--- src/rtl/mc_pkg.sv ---
`timescale 1ns/1ps
package mc_pkg;
  typedef enum logic [2:0] {
    FN_ADD, FN_SUB, FN_AND, FN_OR, FN_SLT
  } alu_fn_e;

  localparam logic [1:0] AOP_ADD   = 2'b00;
  localparam logic [1:0] AOP_SUB   = 2'b01;
  localparam logic [1:0] AOP_FUNCT = 2'b10;

  localparam logic [5:0] FC_ADD = 6'h20;
  localparam logic [5:0] FC_SUB = 6'h22;
  localparam logic [5:0] FC_AND = 6'h24;
  localparam logic [5:0] FC_OR  = 6'h25;
  localparam logic [5:0] FC_SLT = 6'h2A;

  localparam logic [1:0] SRCB_REG    = 2'b00;
  localparam logic [1:0] SRCB_FOUR   = 2'b01;
  localparam logic [1:0] SRCB_IMM    = 2'b10;
  localparam logic [1:0] SRCB_IMM_SH = 2'b11;

  localparam logic [1:0] PCSRC_ALU   = 2'b00;
  localparam logic [1:0] PCSRC_LATCH = 2'b01;
  localparam logic [1:0] PCSRC_JUMP  = 2'b10;
endpackage

--- src/rtl/mc_regfile.sv ---
`timescale 1ns/1ps
module mc_regfile #(
  parameter int DATA_W = 32,
  parameter int REG_N  = 32,
  localparam int REG_AW = $clog2(REG_N)
) (
  input  logic              clk_i,
  input  logic              rst_ni,
  input  logic [REG_AW-1:0] ra1_i,
  input  logic [REG_AW-1:0] ra2_i,
  input  logic [REG_AW-1:0] wa_i,
  input  logic [DATA_W-1:0] wd_i,
  input  logic              we_i,
  output logic [DATA_W-1:0] rd1_o,
  output logic [DATA_W-1:0] rd2_o
);
  logic [DATA_W-1:0] regs_q [1:REG_N-1];

  // entry 0 has no storage
  for (genvar g = 1; g < REG_N; g++) begin : g_reg
    always_ff @(posedge clk_i or negedge rst_ni) begin
      if (!rst_ni)                               regs_q[g] <= '0;
      else if (we_i && wa_i == REG_AW'(g))       regs_q[g] <= wd_i;
    end
  end

  assign rd1_o = (ra1_i == '0) ? '0 : regs_q[ra1_i];
  assign rd2_o = (ra2_i == '0) ? '0 : regs_q[ra2_i];
endmodule

--- src/rtl/mc_alu_ctrl.sv ---
`timescale 1ns/1ps
module mc_alu_ctrl
  import mc_pkg::*;
(
  input  logic [1:0] alu_op_i,
  input  logic [5:0] funct_i,
  output alu_fn_e    fn_o
);
  always_comb begin
    unique case (alu_op_i)
      AOP_ADD: fn_o = FN_ADD;
      AOP_SUB: fn_o = FN_SUB;
      AOP_FUNCT: begin
        unique case (funct_i)
          FC_SUB:  fn_o = FN_SUB;
          FC_AND:  fn_o = FN_AND;
          FC_OR:   fn_o = FN_OR;
          FC_SLT:  fn_o = FN_SLT;
          default: fn_o = FN_ADD;
        endcase
      end
      default: fn_o = FN_ADD;
    endcase
  end
endmodule

--- src/rtl/mc_alu.sv ---
`timescale 1ns/1ps
module mc_alu
  import mc_pkg::*;
#(
  parameter int DATA_W = 32
) (
  input  logic [DATA_W-1:0] a_i,
  input  logic [DATA_W-1:0] b_i,
  input  alu_fn_e           fn_i,
  output logic [DATA_W-1:0] res_o,
  output logic              zero_o
);
  logic lt;
  assign lt = $signed(a_i) < $signed(b_i);

  always_comb begin
    unique case (fn_i)
      FN_SUB:  res_o = a_i - b_i;
      FN_AND:  res_o = a_i & b_i;
      FN_OR:   res_o = a_i | b_i;
      FN_SLT:  res_o = {{(DATA_W-1){1'b0}}, lt};
      default: res_o = a_i + b_i;
    endcase
  end

  assign zero_o = (res_o == '0);
endmodule

--- src/rtl/mc_datapath.sv ---
`timescale 1ns/1ps
module mc_datapath
  import mc_pkg::*;
#(
  parameter int DATA_W = 32,
  parameter int REG_N  = 32
) (
  input  logic              clk_i,
  input  logic              rst_ni,
  input  logic              pc_wr_i,
  input  logic              pc_wr_cond_i,
  input  logic [1:0]        pc_src_i,
  input  logic              iord_i,
  input  logic              mem_rd_i,
  input  logic              mem_wr_i,
  input  logic              ir_wr_i,
  input  logic              mem_to_reg_i,
  input  logic              reg_dst_i,
  input  logic              reg_wr_i,
  input  logic              alu_src_a_i,
  input  logic [1:0]        alu_src_b_i,
  input  logic [1:0]        alu_op_i,
  output logic [DATA_W-1:0] mem_addr_o,
  output logic [DATA_W-1:0] mem_wdata_o,
  input  logic [DATA_W-1:0] mem_rdata_i,
  output logic              mem_rd_o,
  output logic              mem_wr_o,
  output logic [5:0]        opcode_o,
  output logic              zero_o
);
  localparam int REG_AW = $clog2(REG_N);
  localparam int IMM_W  = 16;
  localparam int JMP_W  = 26;
  localparam int OP_LSB = DATA_W - 6;

  logic [DATA_W-1:0] pc_q, ir_q, mdr_q, a_q, b_q, aluout_q;
  logic [DATA_W-1:0] rd1, rd2, src_a, src_b, alu_res;
  logic [DATA_W-1:0] imm_ext, imm_sh, jmp_tgt, pc_next, wb_data;
  logic [REG_AW-1:0] wr_addr;
  alu_fn_e           alu_fn;
  logic              alu_zero, pc_load;

  assign imm_ext = {{(DATA_W-IMM_W){ir_q[IMM_W-1]}}, ir_q[IMM_W-1:0]};
  assign imm_sh  = {imm_ext[DATA_W-3:0], 2'b00};
  assign jmp_tgt = {pc_q[DATA_W-1:DATA_W-4], ir_q[JMP_W-1:0], 2'b00};

  assign wr_addr = reg_dst_i ? ir_q[15:11] : ir_q[20:16];
  assign wb_data = mem_to_reg_i ? mdr_q : aluout_q;

  mc_regfile #(.DATA_W(DATA_W), .REG_N(REG_N)) u_rf (
    .clk_i  (clk_i),
    .rst_ni (rst_ni),
    .ra1_i  (ir_q[25:21]),
    .ra2_i  (ir_q[20:16]),
    .wa_i   (wr_addr),
    .wd_i   (wb_data),
    .we_i   (reg_wr_i),
    .rd1_o  (rd1),
    .rd2_o  (rd2)
  );

  assign src_a = alu_src_a_i ? a_q : pc_q;

  always_comb begin
    unique case (alu_src_b_i)
      SRCB_REG:  src_b = b_q;
      SRCB_FOUR: src_b = DATA_W'(4);
      SRCB_IMM:  src_b = imm_ext;
      default:   src_b = imm_sh;
    endcase
  end

  mc_alu_ctrl u_actl (
    .alu_op_i (alu_op_i),
    .funct_i  (ir_q[5:0]),
    .fn_o     (alu_fn)
  );

  mc_alu #(.DATA_W(DATA_W)) u_alu (
    .a_i    (src_a),
    .b_i    (src_b),
    .fn_i   (alu_fn),
    .res_o  (alu_res),
    .zero_o (alu_zero)
  );

  always_comb begin
    unique case (pc_src_i)
      PCSRC_LATCH: pc_next = aluout_q;
      PCSRC_JUMP:  pc_next = jmp_tgt;
      default:     pc_next = alu_res;
    endcase
  end

  assign pc_load = pc_wr_i | (pc_wr_cond_i & alu_zero);

  // only pc and ir are enabled; the other latches refresh every edge
  always_ff @(posedge clk_i or negedge rst_ni) begin
    if (!rst_ni) begin
      pc_q     <= '0;
      ir_q     <= '0;
      mdr_q    <= '0;
      a_q      <= '0;
      b_q      <= '0;
      aluout_q <= '0;
    end else begin
      if (pc_load) pc_q <= pc_next;
      if (ir_wr_i) ir_q <= mem_rdata_i;
      mdr_q    <= mem_rdata_i;
      a_q      <= rd1;
      b_q      <= rd2;
      aluout_q <= alu_res;
    end
  end

  assign mem_addr_o  = iord_i ? aluout_q : pc_q;
  assign mem_wdata_o = b_q;
  assign mem_rd_o    = mem_rd_i;
  assign mem_wr_o    = mem_wr_i;
  assign opcode_o    = ir_q[DATA_W-1:OP_LSB];
  assign zero_o      = alu_zero;
endmodule

--- config.mk ---
export PLATFORM = sky130hd
export DESIGN_NAME = mc_datapath
export DESIGN_NICKNAME = d
export VERILOG_FILES = /design/src/rtl/mc_pkg.sv /design/src/rtl/mc_regfile.sv /design/src/rtl/mc_alu_ctrl.sv /design/src/rtl/mc_alu.sv /design/src/rtl/mc_datapath.sv
export SDC_FILE = /design/constraint.sdc
export NUM_CORES = 2
export LEC_CHECK = 0
export ABC_CLOCK_PERIOD_IN_PS = 7010
export BUFFER_PORTS_ARGS = -buffer_cell sky130_fd_sc_hd__buf_4
export CORE_UTILIZATION = 25
export CTS_CLUSTER_DIAMETER = 30
export DETAILED_ROUTE_END_ITERATION = 10
export PLACE_DENSITY = 0.41
export SYNTH_ARGS = -nofsm -noshare
export SYNTH_HDL_FRONTEND = slang
export SYNTH_SLANG_ARGS = --single-unit
--- constraint.sdc ---
create_clock -name clk_i -period 7.01 [get_ports clk_i]
set_input_delay 0.3505 -clock clk_i [delete_from_list [all_inputs] [get_ports clk_i]]
set_output_delay 0.3505 -clock clk_i [all_outputs]
set_load 0.01 [all_outputs]
==> flow_summary.yaml <==
outcome:
  status: "finished, final reports clean"
yosys:
  synthArstFlopShare: 1.000
  seq_area_frac_synth: 0.4647
  synth-compound-area-share: 0.1326
  synthFlopType: "dfrtp_1"
  synthAdderAreaFrac: 0.02025
  postSynthCellCount: 5674
  ys_warn_count: 0
  synthMuxAreaShare: 0.2563
  synthXorXnorAreaFrac: 0.001374
  syn_nets: 5826
  syn_area_um2: 63760
  avgSynthCellArea_um2: 11.24
  synth.distinct_cells: 84
  synth-seq-cells: 1184
  synth_simple_gate_area_frac: 0.08548
  synth_top_family_by_area: "multiplexers"
  synth_edf_count: 0
critical_path:
  slowest_delay_ns: 0.73
  critPathBufInv: 2
  cp.required_ns: 6.66
  cp_slowest_cell: "nor3_1"
  start_kind: "flip-flop"
  worstPathArrival_ns: 6.12
  cp-end-kind: "output pin"
  crit_family: "compound AO/OA/AOI/OAI gates"
  crit_chain: "mux2_2 -> a22o_1 -> ha_1 -> inv_1 -> a2111oi_0 -> a2111oi_0 -> nor3_1 -> o221a_2 -> o21ba_2 -> xnor2_1 -> o221ai_1 -> nor4_1 -> nand4_1 -> nor3_1 -> buf_4"
  path_class: "flip-flop to output pin"
  crit_fanout: 11
power:
  leakagePower_nw: 32.50
  powerDensity_nw_per_um2: 505.6
  vdd_drop_max_uv: 285.8
  total_power_w: 0.04025
global_routing:
  grt.busiest_layer: "met2"
  grt_use_met2: 0.3045
  met3_usage: 0.03050
  grt_pass1_wl_um: 356400
  grt_usage: 0.1893
  grt_max_degree: 169
  antenna_found_initial: 14
  overflow: 0
  grt_pass1_vias: 49090
  met1_usage: 0.2586
place:
  port_buffers: 118
  placed_cells: 8732
  placed_cell_area_um2: 68420
  gp_congestion: 0.9363
  hpwl_um: 145900
clocking:
  worstSkewPairLatency_ns: 0.93
  cts_sinks: 1184
  post_cts_buffers: 0
  numCtsBuffers: 320
  clkSlewWorstSetupHoldPaths_ns: 0.05
  cts_tree: "built"
  cts_buffer_depth: 4
  cts-resized-gates: 0
  cts_root_buffer: "clkbuf_16"
  h-tree-depth: 5
timing:
  period_share: 0.9232
  setup_violations: 0
  min_period_ns: 6.471
  clock.fmax_ghz: 0.1545
  tightest_slew_ns: 1.238
  slew_viol_final: 0
  fin_skew_ns: 0.07844
  finalSetupTns_ns: 0
  rsz0062_at_grt: "no"
  hold-worst-slack_ns: 0.05722
  slew_headroom: 0.1567
  hold_violations: 0
detailed_routing:
  vias: 47610
  wirelength_um: 245200
  final_antenna_net_count: 0
  drt_first_pass_iters: 7
  drc: 0
  viasPerCell: 5.104
  first_iter_violations: 3561
  wl_per_cell_um: 26.28
final_layout:
  fin_cells: 9329
  fill_cells: 25610
  drive_gt1_frac: 0.2808
  nets: 5874
  fin_area_um2: 79610
  syn_to_final_growth_pct: 24.87
floorplanning:
  die_x_um: 507.0
  initial_utilization: 0.2511
  die_area_um2: 257100
  std_cell_rows: 185
  io_pins: 123
  die_height_um: 507.0
  coreArea_um2: 253900
hold_path:
  hp-class: "input pin to async pin"
job:
  max_cap_viol_count: 0
## worst register-to-register path: stages (launching register included)
cell and delay (ns):
dfrtp_1 0.53, mux2_2 0.33, a22o_1 0.20, ha_1 0.46, inv_1 0.09, a2111oi_0 0.64, a2111oi_0 0.25, nor3_1 0.73
o221a_2 0.42, o21ba_2 0.17, xnor2_1 0.11, o221ai_1 0.25, nor4_1 0.34, nand4_1 0.32, o41a_2 0.49, buf_4 0.26
mux2_4 0.36
## cells in the mapped netlist, types with 10 or more instances
library cell | count | area share
ha_1 | 100 | 0.020
mux4_2 | 576 | 0.20
a221oi_1 | 18 | 0.0025
a21oi_1 | 1106 | 0.087
nor2b_1 | 16 | 0.0016
mux2_4 | 19 | 0.0045
clkbuf_1 | 461 | 0.027
a22oi_1 | 25 | 0.0029
or3_1 | 12 | 0.0012
nor4_1 | 10 | 0.00098
o221a_2 | 10 | 0.0018
a31oi_1 | 13 | 0.0013
dfrtp_1 | 1184 | 0.46
o31ai_1 | 13 | 0.0015
nor2_1 | 1069 | 0.063
nand2_1 | 142 | 0.0084
o221ai_1 | 10 | 0.0014
o211ai_1 | 10 | 0.0012
mux2i_1 | 75 | 0.012
a22o_1 | 51 | 0.0070
nand3_1 | 16 | 0.0013
o21ai_0 | 112 | 0.0088
nor3_1 | 22 | 0.0017
inv_1 | 104 | 0.0061
buf_1 | 64 | 0.0038
nand2b_1 | 10 | 0.00098
a21o_1 | 32 | 0.0038
mux2_2 | 207 | 0.037
## registers in the layout, indices dropped and copies added (netlist names)
name and count:
u_rf.regs_q 992, a_q 32, aluout_q 32, ir_q 32
mdr_q 32, mem_wdata_o 32, pc_q 32
## layout make-up
class                   count  area, um2  share of cell area
inverters                 104      390.4            0.004903
well taps                3366       4212             0.05290
multi-input cells        3840      32170              0.4041
diodes                      6      15.01           0.0001886
flip-flops and latches   1184      29670              0.3726
repair buffers            272       2315             0.02908
clock buffers             416       9026              0.1134
clock inverters           141       1814             0.02279
## cell usage in the layout, fill, tap and decap left out, types with 15 or more instances in the layout
master / instances
dfrtp_1: 1174
a21oi_1: 1106
nor2_1: 1038
mux4_2: 576
clkbuf_16: 326
buf_4: 223
mux2_2: 207
nand2_1: 142
o21ai_0: 112
inv_1: 104
ha_1: 99
clkbuf_8: 53
a22o_1: 51
clkinv_2: 50
mux2i_1: 43
clkbuf_1: 37
bufinv_16: 37
dlygate4sd3_1: 34
a21o_1: 32
clkinvlp_4: 31
nor2_4: 30
a22oi_1: 25
nor3_1: 22
mux2_4: 19
a221oi_1: 18
mux2i_4: 17
nand3_1: 16
nor2b_1: 15
mux2i_2: 15
buf_12: 15
## where the power goes
| part | internal [W] | leakage, nW | switching (W) |
|---|---|---|---|
| logic | 0.00632 | 13.0 | 0.00640 |
| clock network | 0.0103 | 5.27 | 0.00441 |
| registers | 0.0101 | 14.3 | 0.00272 |
| total | 0.0267 | 32.5 | 0.0135 |
## per-layer routing
metal / vias up / share of wire
met4: 0 / 0.028
li1: 20910 / -
met5: - / 0
met2: 1464 / 0.47
met3: 405 / 0.053
met1: 24830 / 0.45
## logic make-up after synthesis
| logic type | Yosys count |
|---|---|
| buf+inv | 650 |
| compound gates | 1498 |
| xor+xnor | 10 |
| simple gates | 1353 |
| mux | 877 |
| fa+ha+maj | 102 |
| flops | 1184 |
## timing repair
| item | 4_1_cts | 5_1_grt |
|---|---|---|
| setup endpoints to repair | 0 | 0 |
| hold buffers | 34 | 0 |
| endpoints found under the hold margin | 178 | 0 |
## worst paths after layout
check / slack, ns / start / to / cells after the start
worst min-delay path: 0.06 / rst_ni / u_rf.regs_q[392] / 2
worst max-delay path: 0.54 / ir_q[3] / zero_o / 15
min in group clk_i: 0.06 / ir_wr_i / ir_q[14] / 3
max in group asynchronous: 5.03 / rst_ni / ir_q[23] / 4
worst min register to register: 0.50 / u_rf.regs_q[29] / u_rf.regs_q[29] / 2
worst max register to register: 0.94 / ir_q[3] / pc_q[23] / 16
## per-stage QoR
step	util	worst slack, ns
after floorplan	-	1.698
after global placement	0.2694	0.8132
after detailed placement	0.2694	0.7986
after CTS	0.3135	0.5519
after global routing	0.3135	0.08751
final	0.3135	0.5386
(Power assumes the default switching activity.)
